`src/rtl/clkstop_pkg.sv`:
```
package clkstop_pkg;
  typedef enum logic [2:0] {
    PH_RUN   = 3'd0,
    PH_WAIT  = 3'd1,
    PH_DRAIN = 3'd2,
    PH_GRANT = 3'd3,
    PH_STOP  = 3'd4
  } clkstop_ph_e;
endpackage

```
`src/rtl/clkstop_sync.sv`:
```
module clkstop_sync #(
  parameter int   STAGES    = 2,
  parameter logic RESET_VAL = 1'b0
) (
  input  logic clk,
  input  logic rst_n,
  input  logic d_async,
  output logic q_sync
);
  logic [STAGES-1:0] chain_q;

  generate
    for (genvar g = 0; g < STAGES; g++) begin : g_stage
      if (g == 0) begin : g_first
        always_ff @(posedge clk or negedge rst_n) begin
          if (!rst_n) chain_q[0] <= RESET_VAL;
          else        chain_q[0] <= d_async;
        end
      end else begin : g_next
        always_ff @(posedge clk or negedge rst_n) begin
          if (!rst_n) chain_q[g] <= RESET_VAL;
          else        chain_q[g] <= chain_q[g-1];
        end
      end
    end
  endgenerate

  assign q_sync = chain_q[STAGES-1];
endmodule

```
`src/rtl/clkstop_fsm.sv`:
```
module clkstop_fsm
  import clkstop_pkg::*;
(
  input  logic        clk,
  input  logic        rst_n,
  input  logic        req_act,
  input  logic        insn_bound,
  input  logic        hi_irq_pend,
  input  logic        all_empty,
  input  logic        grant_ack,
  output clkstop_ph_e phase
);
  clkstop_ph_e ph_q, ph_d;

  always_comb begin
    ph_d = ph_q;
    unique case (ph_q)
      PH_RUN:   if (req_act) ph_d = PH_WAIT;
      PH_WAIT: begin
        if (!req_act)                       ph_d = PH_RUN;
        else if (insn_bound && !hi_irq_pend) ph_d = PH_DRAIN;
      end
      PH_DRAIN: if (all_empty) ph_d = PH_GRANT;
      PH_GRANT: if (grant_ack) ph_d = PH_STOP;
      PH_STOP:  if (!req_act)  ph_d = PH_RUN;
      default:  ph_d = PH_RUN;
    endcase
  end

  always_ff @(posedge clk or negedge rst_n) begin
    if (!rst_n) ph_q <= PH_RUN;
    else        ph_q <= ph_d;
  end

  assign phase = ph_q;
endmodule

```
`src/rtl/clkstop_seq.sv`:
```
module clkstop_seq
  import clkstop_pkg::*;
#(
  parameter int SYNC_STAGES = 2
) (
  input  logic clk,
  input  logic rst_n,
  input  logic stop_req_n,
  input  logic insn_bound,
  input  logic hi_irq_pend,
  input  logic pipe_empty,
  input  logic wbuf_empty,
  input  logic grant_ack,
  output logic halt_exec,
  output logic drain_cmd,
  output logic grant_req,
  output logic stopped
);
  logic        req_act;
  clkstop_ph_e phase;

  clkstop_sync #(
    .STAGES    (SYNC_STAGES),
    .RESET_VAL (1'b0)
  ) u_sync (
    .clk     (clk),
    .rst_n   (rst_n),
    .d_async (~stop_req_n),
    .q_sync  (req_act)
  );

  clkstop_fsm u_fsm (
    .clk         (clk),
    .rst_n       (rst_n),
    .req_act     (req_act),
    .insn_bound  (insn_bound),
    .hi_irq_pend (hi_irq_pend),
    .all_empty   (pipe_empty & wbuf_empty),
    .grant_ack   (grant_ack),
    .phase       (phase)
  );

  always_comb begin
    drain_cmd = (phase == PH_DRAIN);
    grant_req = (phase == PH_GRANT);
    stopped   = (phase == PH_STOP);
    halt_exec = drain_cmd | grant_req | stopped;
  end
endmodule

```
`config.mk`:
```
export PLATFORM = sky130hd
export DESIGN_NAME = clkstop_seq
export DESIGN_NICKNAME = d
export VERILOG_FILES = /design/src/rtl/clkstop_pkg.sv /design/src/rtl/clkstop_sync.sv /design/src/rtl/clkstop_fsm.sv /design/src/rtl/clkstop_seq.sv
export SDC_FILE = /design/constraint.sdc
export NUM_CORES = 1
export LEC_CHECK = 0
export BUFFER_PORTS_ARGS = -buffer_cell sky130_fd_sc_hd__buf_2
export CORE_AREA = 2 2 39 41
export DETAILED_ROUTE_END_ITERATION = 16
export DIE_AREA = 0 0 41 43
export GPL_ROUTABILITY_DRIVEN = 1
export PLACE_DENSITY_LB_ADDON = 0.2
export SETUP_SLACK_MARGIN = 0.02
export SLEW_MARGIN = 10
export SYNTH_ARGS = -nofsm -noshare
export SYNTH_HDL_FRONTEND = slang
export SYNTH_SLANG_ARGS = --single-unit
```
`constraint.sdc`:
```
create_clock -name clk -period 1.2 [get_ports clk]
set_input_delay 0.24 -clock clk [delete_from_list [all_inputs] [get_ports clk]]
set_output_delay 0.24 -clock clk [all_outputs]
set_load 0.02 [all_outputs]
```
==> metrics.md, run 1 <==
| Metric | Value |
|---|---|
| GRT overflow | 0 |
| Crit start category | flip-flop |
| First drt pass iteration count | 1 |
| Post-layout nets | 54 |
| Crit-path cells | inv_2, nor3_4, a21o_1, buf_6 |
| I/O pin count | 12 |
| Number of setup violations in the final report | 4 |
| Number of global-route vias before repair | around 270 |
| Starting Density | between 10% and 20% |
| Post-synthesis xor/xnor area fraction | 0% |
| Number of port buffers | 11 |
| Slew margin rel. | ~84% |
| Post-synth top area cell | dfrtp_1 |
| Synth area leaders | dfrtp_1 49%, and3_4 4.4%, buf_6 4.4%, inv_1 4.4%, nor3_2 3.9% |
| Synth async-reset ratio | 100% |
| Tmin final | 1.35 ns |
| Max-Cap Viols | 0 |
| WP data arrival | 1.11 ns |
| Maximum vdd drop | 0.614 mV |
| Final ANT Viol Nets | 0 |
| Worst path slowest cell | dfrtp_1 |
| Gpl congestion | ~0.63 |
| Clk sink count | 5 |
| Pin count of the biggest net entering global routing | 6 |
| Final Util | around a third |
| Worst Path Buf+Inv | 2 |
| Clock transition at path regs | ~0.040 ns |
| Maximum clock insertion buffer count | 2 |
| Iteration-0 DRC Markers | 0 |
| Die X | 41 um |
| Internal power | 0.000645 W |
| Overall Global Routing Usage | ~9% |
| Share of layout cells above drive strength 1 | 60.0% |
| Synth Flop Type | dfrtp_1 |
| Via Count | 254 |
| Synth unique cells | 18 |
| Simple-gate share of the synthesized area | 24.8% |
| Die area | about 1800 um^2 |
| Cell Count, Final, Fillers Out | about 60 |
| WS Path Type | flip-flop to output port |
| Slowest cell delay on critical path | about 0.36 ns |
| FP Rows | 14 |
| Syn Nets | 32 |
| H-tree depth | 1 |
| Hold Crit Class | primary input to flip-flop |
| Sequential share of power | between 20 and 30% |
| Final Instance Area | 438 um^2 |
| Synth warn | 0 |
| DR DRC count | 0 |
| Post-synth top area share | 48.5% |
| Core ar. | ~1400 um^2 |
| CP Capture Type | output port |
| Mapped cell area | 258 um^2 |
| Area growth syn-to-layout | 69.9% |
| Post-synthesis sequential area ratio | 48.5% |
| Final hold slack | 0.145 ns |
| Clock Power Share | between 10% and 20% |
| Clock Root Buffer | clkbuf_4 |
| Post-synthesis mux area share | 0% |
| Top-count cell post-synth | dfrtp_1 |
| Synth cell count leaders | 5 x dfrtp_1, 3 x inv_1 |
| Wire per inst | 9.95 um |
| Chip height | ~43 um |
| Worst skew pair latency | ~0.23 ns |
| Post-Syn Area per Cell | around 11 um^2 |
| Dpl cells | 50 |
| Sw Share | a little over a third |
| Clk_skew | approximately 0.0023 ns |
| Setup ws final | -0.150 ns |
| CTS tree | yes |
| Highest Clock Rate | ~0.74 GHz |
| Power per cell area | about 2300 nW/um^2 |
| Slew of the pin with the lowest slew margin | ~0.25 ns |
| Failing checks | negative setup slack |
| EDFF count, synth | 0 |
| Clock buffer count from CTS | 3 |
| Largest family of logic cells by synthesized area | simple AND/OR/NAND/NOR gates |
| Placed instance area | 328 um^2 |
| Hold Fails Final Rpt | 0 |
| Synth Area in Adders | 0% |
| Tcrit/Tclk final | 112% |
| Post-Synthesis Cells | 24 |
| Initial antenna violation count | 0 |
| Vias per Instance | about 4.2 |
| Worst-path fanout max | 4 |
| Switching pwr | between 0.0003 and 0.0004 W |
| Routed wire length | between 600 and 700 um |
| Logic pwr share | a little over half |
| Yosys reg bits | 5 |
| Global-route wire length before repair | 1010 um |
| Setup TNS | -0.458 ns |
| CP required | 0.96 ns |
| RSZ-0062 raised after global routing | yes |
| Pleak | between 0.2 and 0.25 nW |
| Pins Over Slew Limit | 0 |
| Compound-cell area share of the yosys netlist | 16.5% |
| Status | finished, violations left |
| # diodes | 0 |
| Kind of cell adding the most delay to the critical path | flip-flops |
-- final timing paths --
path	from	to	slack (ns)	cells after the start
min	stop_req_n	u_sync.chain_q[0]	0.15	2
max reg2reg	u_fsm.phase[0]	u_fsm.phase[2]	0.05	4
max	u_fsm.phase[2]	halt_exec	-0.15	4
min in group asynchronous	rst_n	u_fsm.phase[1]	0.35	2
max in group asynchronous	rst_n	u_fsm.phase[0]	0.71	2
min reg2reg	u_sync.chain_q[0]	u_sync.q_sync	0.35	0
-- layout by cell type (no fill, tap or decap) --
cell / count
a21o_1: 1
a221oi_1: 1
a22o_1: 1
a2bb2oi_1: 1
a311oi_1: 1
and3_2: 1
and3_4: 1
buf_2: 8
buf_4: 4
buf_6: 5
clkbuf_1: 1
clkbuf_4: 3
dfrtp_1: 3
dfrtp_2: 2
dlygate4sd3_1: 1
inv_1: 3
inv_2: 1
nand2_1: 1
nand2b_1: 1
nand3b_1: 1
nor2_1: 1
nor2b_2: 1
nor3_1: 1
nor3_4: 1
-- through the flow --
stage	power [W]	setup WS [ns]
global route	0.00107	-0.201
CTS	0.000998	-0.162
finish	0.000999	-0.150
detailed placement	0.000612	0.0246
global placement	0.000602	0.0639
floorplan	0.000552	-0.0139
-- sequential cells by signal, summed over array words and instances (netlist names) --
signal	count
u_sync.chain_q	1
u_sync.q_sync	1
u_fsm.phase	3
-- logic make-up after synthesis --
group / Yosys count
and+or+nand+nor: 9
DFF: 5
AOI/OAI and AO/OA: 5
buffers and inverters: 5
-- power groups by stage --
stage | Sequential [W] | Clock (W) | Combinational (W)
floorplan | 0.000259 | 0 | 0.000292
global placement | 0.000305 | 0 | 0.000297
detailed placement | 0.000308 | 0 | 0.000304
CTS | 0.000290 | 0.000196 | 0.000511
global route | 0.000301 | 0.000209 | 0.000561
finish | 0.000294 | 0.000185 | 0.000520
-- worst reg2reg max path, delay by kind of cell (launching register included) --
kind / cells / cell delay [ns]
flip-flops: 1 / 0.44
buffers and inverters: 2 / 0.24
AO/OA/AOI/OAI: 1 / 0.21
AND/OR/NAND/NOR: 1 / 0.15
-- cell type report --
class | instances | area [um^2]
fill | 151 | 946
sequential | 5 | 128
inverter | 4 | 15.0
tap | 16 | 20.0
multi-input combinational | 14 | 113
timing repair buffer | 18 | 136
clock buffer | 4 | 26.3
-- layer usage --
layer | part of all wire [%] | wire, um | GRT usage, %
met5 | 0 | 0 | 0
met4 | 0 | 0 | 4.00
met1 | 38 | 231 | 7.89
met2 | 58 | 350 | 14.7
met3 | 4.1 | 25 | 6.28
-- repair_timing --
item | in CTS | in global routing
setup buffers | 6 | 0
resized for setup | 9 | 1
pin swaps | 2 | 0
endpoints found under the hold margin | 5 | 0
hold buffers | 1 | 0
setup endpoints to repair | 4 | 5
Power figures use the tool's default switching activity.
==> run 2, diff against run 1 <==
--- a/config.mk
+++ b/config.mk
@@ -10,6 +10,7 @@
 export DETAILED_ROUTE_END_ITERATION = 16
 export DIE_AREA = 0 0 41 43
 export GPL_ROUTABILITY_DRIVEN = 1
+export MAX_ROUTING_LAYER = met4
 export PLACE_DENSITY_LB_ADDON = 0.2
 export SETUP_SLACK_MARGIN = 0.02
 export SLEW_MARGIN = 10
==> run 2 against run 1 <==
Net effect:
- the flow still finishes with violations (negative setup slack)
- sequential power is essentially flat
- clock skew about the same
- utilization unchanged
- flip-flop and latch count unchanged
- cell count unchanged
- combinational power barely moved
- largest cell class unchanged
- largest power group unchanged
- highest routed layer unchanged
==> metrics.md, run 2 (same netlist as run 1, synthesis figures left out) <==
| Metric | Value |
|---|---|
| Setup TNS | -0.458 ns (about the same) |
| Number of port buffers | 11 (unchanged) |
| Die area | 1760 um^2 (unchanged) |
| Final ANT Viol Nets | 0 (unchanged) |
| Hold Fails Final Rpt | 0 (unchanged) |
| H-tree depth | 1 (unchanged) |
| Post-layout nets | 54 (unchanged) |
| Hold Crit Depth | 2 (unchanged) |
| Tcrit/Tclk final | 112% (about the same) |
| Die X | 41 um (unchanged) |
| Switching pwr | 0.000353 W (about the same) |
| Failing checks | negative setup slack (unchanged) |
| CTS tree | yes (unchanged) |
| Hold Startpoint | stop_req_n (unchanged) |
| Clk_skew | 0.00231 ns (was 0.00227 ns) |
| # diodes | 0 (unchanged) |
| Highest Clock Rate | 0.741 GHz (about the same) |
| Dpl cells | 50 (unchanged) |
| Core ar. | 1380 um^2 (unchanged) |
| RSZ-0062 raised after global routing | yes (unchanged) |
| Worst-path fanout max | 4 (unchanged) |
| Reg area | 128 um^2 (unchanged) |
| Maximum vdd drop | 0.614 mV (about the same) |
| R2r startpoint | u_fsm.phase[0] (unchanged) |
| FP Rows | 14 (unchanged) |
| CP Capture Type | output port (unchanged) |
| Chip height | 43 um (unchanged) |
| Most frequent cells in the layout | 8 x buf_2, 5 x buf_6, 4 x buf_4 (unchanged) |
| Tmin final | 1.35 ns (about the same) |
| Setup ws final | -0.150 ns (about the same) |
| Starting Density | 18.6% (unchanged) |
| I/O pin count | 12 (unchanged) |
| Final Util | 31.6% (unchanged) |
| Crit start category | flip-flop (unchanged) |
| Share of layout cells above drive strength 1 | 60.0% (unchanged) |
| Iteration-0 DRC Markers | 0 (unchanged) |
| WS Path Type | flip-flop to output port (unchanged) |
| Internal power | 0.000645 W (about the same) |
| Slew of the pin with the lowest slew margin | 0.245 ns (unchanged) |
| Logic pwr share | 52.1% (about the same) |
| Routed wire length | 607 um (unchanged) |
| Sw Share | 35.4% (about the same) |
| Initial antenna violation count | 0 (unchanged) |
| Fill cells | 151 (unchanged) |
| Final hold slack | 0.145 ns (about the same) |
| WP data arrival | 1.11 ns (about the same) |
| Sequential share of power | 29.4% (about the same) |
| Hold Crit Endpoint | u_sync.chain_q[0] (unchanged) |
| Clock Root Buffer | clkbuf_4 (unchanged) |
| Hold Crit Class | primary input to flip-flop (unchanged) |
| Reg2Reg Depth | 4 (unchanged) |
| Area growth syn-to-layout | 69.9% (unchanged) |
| DR DRC count | 0 (unchanged) |
| Vias per Instance | 4.16 (unchanged) |
| Slew margin rel. | 83.7% (unchanged) |
| Maximum clock insertion buffer count | 2 (unchanged) |
| Clock Power Share | 18.5% (about the same) |
| Global-route wire length before repair | 1010 um (unchanged) |
| Pin count of the biggest net entering global routing | 6 (unchanged) |
| Cell Count, Final, Fillers Out | 61 (unchanged) |
| Clk sink count | 5 (unchanged) |
| Clock transition at path regs | 0.04 ns (about the same) |
| Clock buffer count from CTS | 3 (unchanged) |
| Number of setup violations in the final report | 4 (unchanged) |
| Multi-input gate area | 113 um^2 (unchanged) |
| Gpl congestion | 0.635 (was 0.630) |
| Pins Over Slew Limit | 0 (unchanged) |
| GRT overflow | 0 (unchanged) |
| Via Count | 254 (unchanged) |
| Status | finished, violations left (unchanged) |
| CP required | 0.96 ns (about the same) |
| Commonest non-fill, non-tap cell in the layout | buf_2 (unchanged) |
| Pleak | 0.227 nW (unchanged) |
| Worst skew pair latency | 0.23 ns (about the same) |
| Worst flop-to-flop path endpoint | u_fsm.phase[2] (unchanged) |
| Wire per inst | 9.95 um (unchanged) |
| Power per cell area | 2280 nW/um^2 (about the same) |
| R2R Setup Slk | 0.05 ns (about the same) |
| Pre-CTS WS | 0.0246 ns (unchanged) |
| Max FFs per register | 3 (unchanged) |
| Overall Global Routing Usage | 9.22% (was 9.00%) |
| Max-Cap Viols | 0 (unchanged) |
| Number of global-route vias before repair | 268 (unchanged) |
| First drt pass iteration count | 1 (unchanged) |
-- run 2: how the worst max path moves through the flow --
stage	startpoint	endpoint	depth (start not counted)
floorplan	u_fsm.phase[0]	halt_exec	2
global placement	u_fsm.phase[1]	grant_req	2
detailed placement	u_fsm.phase[0]	halt_exec	3
CTS	u_fsm.phase[2]	halt_exec	4
global route	u_fsm.phase[2]	halt_exec	4
finish	u_fsm.phase[2]	halt_exec	4
-- run 2: per-stage QoR --
step,power [W],area (um^2)
after detailed placement,0.000612,328
after floorplan,0.000552,264
after global placement,0.000602,328
after CTS,0.000998,434
final,0.000999,438
after global routing,0.00107,438
-- run 2: per-layer routing --
layer	share of wire (%)	up-vias	global-route usage, %
met2	57	6	14.7
met4	0	0	4.00
met3	4.3	0	6.28
met5	0	-	-
li1	-	124	-
met1	38	124	7.89
-- run 2: area by class of cell --
class | instances | area share (%)
Sequential cell | 5 | 29.1
Timing Repair Buffer | 18 | 31.1
Clock buffer | 4 | 6.00
Multi-Input combinational cell | 14 | 25.7
Tap cell | 16 | 4.57
Inverter | 4 | 3.43
-- run 2: power groups by stage --
| stage | Combinational [W] | Sequential [W] | Clock (W) |
|---|---|---|---|
| floorplan | 0.000292 | 0.000259 | 0 |
| global placement | 0.000297 | 0.000305 | 0 |
| detailed placement | 0.000304 | 0.000308 | 0 |
| CTS | 0.000511 | 0.000290 | 0.000196 |
| global route | 0.000561 | 0.000301 | 0.000209 |
| finish | 0.000520 | 0.000294 | 0.000185 |
-- run 2: critical path: stages (launching register included) --
cell     delay, ns
dfrtp_1       0.36
inv_2         0.07
nor3_4        0.21
a21o_1        0.12
buf_6         0.11
-- run 2: timing repair --
item | in CTS | in global routing
setup endpoints to repair | 4 | 5
pin swaps | 2 | 0
hold endpoints to repair | 5 | 0
hold buffers | 1 | 0
gates resized for setup | 9 | 1
setup buffers | 6 | 0
==> run 3, diff against run 2 <==
==> constraint.sdc (replaced) <==
create_clock -name clk -period 1.6 [get_ports clk]
set_input_delay 0.32 -clock clk [delete_from_list [all_inputs] [get_ports clk]]
set_output_delay 0.32 -clock clk [all_outputs]
set_load 0.02 [all_outputs]
==> run 3 against run 2 <==
Net effect:
- the run now ends clean
- total power fell by 40%
- combinational power shrank 57%
- critical path depth is 1 lower
- cell count is 9.8% lower
- clock power shrank 24%
- die area stayed put
- first-iteration DRC count increased by 2
- utilization fell by 5.2 points
- worst setup slack gained 0.26 ns
- sequential power shrank 20%
- global-route usage decreased by 0.53 points
- flip-flop and latch count is the same
- largest cell class is now flip-flops and latches
- largest power group is now sequential cells
==> metrics.md, run 3 (same netlist as run 1, synthesis figures left out) <==
| Metric | Value |
|---|---|
| Commonest non-fill, non-tap cell in the layout | buf_2 (unchanged) |
| Global-route wire length before repair | 938 um (was 1010 um) |
| Starting Density | 18.6% (unchanged) |
| RSZ-0062 raised after global routing | no (was yes) |
| Power per cell area | 1640 nW/um^2 (was 2280 nW/um^2) |
| Highest Clock Rate | between 0.6 and 0.7 GHz |
| Vias per Instance | 4.04 (was 4.16) |
| Routed wire length | 503 um (was 607 um) |
| Hold Crit Class | primary input to flip-flop (unchanged) |
| Die area | 1760 um^2 (unchanged) |
| Fill cells | 150 (was 151) |
| Wire per inst | 9.15 um (was 9.95 um) |
| CP Capture Type | output port (unchanged) |
| Die X | 41 um (unchanged) |
| Final hold slack | 0.225 ns (was 0.145 ns) |
| Reg2Reg Depth | 3 (was 4) |
| Initial antenna violation count | 0 (unchanged) |
| Crit start category | flip-flop (unchanged) |
| Tmin final | approximately 1.5 ns |
| # diodes | 0 (unchanged) |
| Overall Global Routing Usage | 8.70% (was 9.22%) |
| Slew margin rel. | 84.4% (was 83.7%) |
| Number of port buffers | 11 (unchanged) |
| Post-DP HPWL | 418 um |
| Number of global-route vias before repair | 242 (was 268) |
| Post-CTS setup buffer count | 0 (was 6) |
| Worst-path fanout max | 9 (was 4) |
| Total power | 0.000600 W (was 0.000999 W) |
| FP Rows | 14 (unchanged) |
| Status | complete, no violations (was finished, violations left) |
| Maximum clock insertion buffer count | 2 (unchanged) |
| Clock Root Buffer | clkbuf_4 (unchanged) |
| Slew of the pin with the lowest slew margin | 0.232 ns (was 0.245 ns) |
| Pins Over Slew Limit | 0 (unchanged) |
| CTS tree | yes (unchanged) |
| Final ANT Viol Nets | 0 (unchanged) |
| Hold Fails Final Rpt | 0 (unchanged) |
| Tcrit/Tclk final | a little over 90% |
| Worst skew pair latency | 0.24 ns (was 0.23 ns) |
| Share of layout cells above drive strength 1 | 53.8% (was 60.0%) |
| Clock buffer count from CTS | 3 (unchanged) |
| Area growth syn-to-layout | 42.2% (was 69.9%) |
| Clk_skew | 0.00226 ns (was 0.00231 ns) |
| WS Path Type | flip-flop to output port (unchanged) |
| Clk sink count | 5 (unchanged) |
| Clock transition at path regs | 0.04 ns (about the same) |
| Hold Crit Depth | 2 (unchanged) |
| Via Count | 222 (was 254) |
| CP required | 1.28 ns (was 0.96 ns) |
| Max-Cap Viols | 0 (unchanged) |
| Pin count of the biggest net entering global routing | 10 (was 6) |
| Most frequent cells in the layout | 11 x buf_2, 3 x inv_1, 3 x clkbuf_4, 3 x dfrtp_1, 2 x dfrtp_2 (was 8 x buf_2, 5 x buf_6, 4 x buf_4) |
| First drt pass iteration count | 2 (was 1) |
| Pleak | 0.190 nW (was 0.227 nW) |
| Setup TNS | 0 ns (was -0.458 ns) |
| I/O pin count | 12 (unchanged) |
| Chip height | 43 um (unchanged) |
| Maximum vdd drop | 0.506 mV (was 0.614 mV) |
| Number of setup violations in the final report | 0 (was 4) |
| Core ar. | 1380 um^2 (unchanged) |
| Gpl congestion | 0.671 (was 0.635) |
| WP data arrival | 1.17 ns (was 1.11 ns) |
| GRT overflow | 0 (unchanged) |
| H-tree depth | 1 (unchanged) |
| DR DRC count | 0 (unchanged) |
| Max FFs per register | 3 (unchanged) |
| Post-layout nets | 48 (was 54) |
| Iteration-0 DRC Markers | 2 (was 0) |
-- run 3: cell count changes in the layout (fill, tap and decap cells not counted), sizes merged --
cell	previous run	this run
buf	17	11
-- run 3: per-stage QoR --
stage | cells | setup slack (ns) | instance area (um^2) | util [%]
floorplan | 24 | 0.186 | 258 | -
global placement | 50 | 0.354 | 322 | 23.2
detailed placement | 50 | 0.313 | 322 | 23.2
CTS | 55 | 0.0441 | 358 | 25.9
global route | 55 | 0.0217 | 367 | 26.5
finish | 55 | 0.111 | 367 | 26.5
-- run 3: layout make-up --
cell class	count	area (um^2)	area share, %
Sequential cell	5	128	34.8
Multi-Input combinational cell	14	113	30.7
Timing Repair Buffer	12	65.1	17.7
Clock buffer	4	26.3	7.17
Tap cell	16	20.0	5.46
Inverter	4	15.0	4.10
-- run 3: report_power, final --
group	internal [W]	total, W	switching [W]	leakage, nW
clock network	0.0000940	0.000141	0.0000466	0.0150
logic	0.000106	0.000224	0.000118	0.115
registers	0.000167	0.000236	0.0000692	0.0597
-- run 3: routing by layer --
metal  up-vias  track usage (%)  wire length [um]
met5         -                -                 0
met4         0             10.0                 0
met3         0             1.57                51
met2         8             10.6               237
met1       102             10.5               213
li1        112                -                 -
-- run 3: worst paths after layout --
kind | to | slack, ns | from
max | halt_exec | 0.11 | u_fsm.phase[1]
min | u_sync.chain_q[0] | 0.23 | stop_req_n
max reg2reg | u_fsm.phase[0] | 0.57 | u_sync.q_sync
min reg2reg | u_sync.q_sync | 0.35 | u_sync.chain_q[0]
max in group asynchronous | u_fsm.phase[1] | 1.04 | rst_n
min in group asynchronous | u_fsm.phase[2] | 0.42 | rst_n
-- run 3: timing repair --
action	4_1_cts	5_1_grt
hold endpoints to repair	5	0
setup endpoints to repair	0	1
hold buffers	1	0
resized for setup	0	3
-- run 3: worst max-delay path: stages (launching register included) --
cell     delay (ns)
dfrtp_2        0.47
nor3_4         0.21
a21o_1         0.10
buf_2          0.15
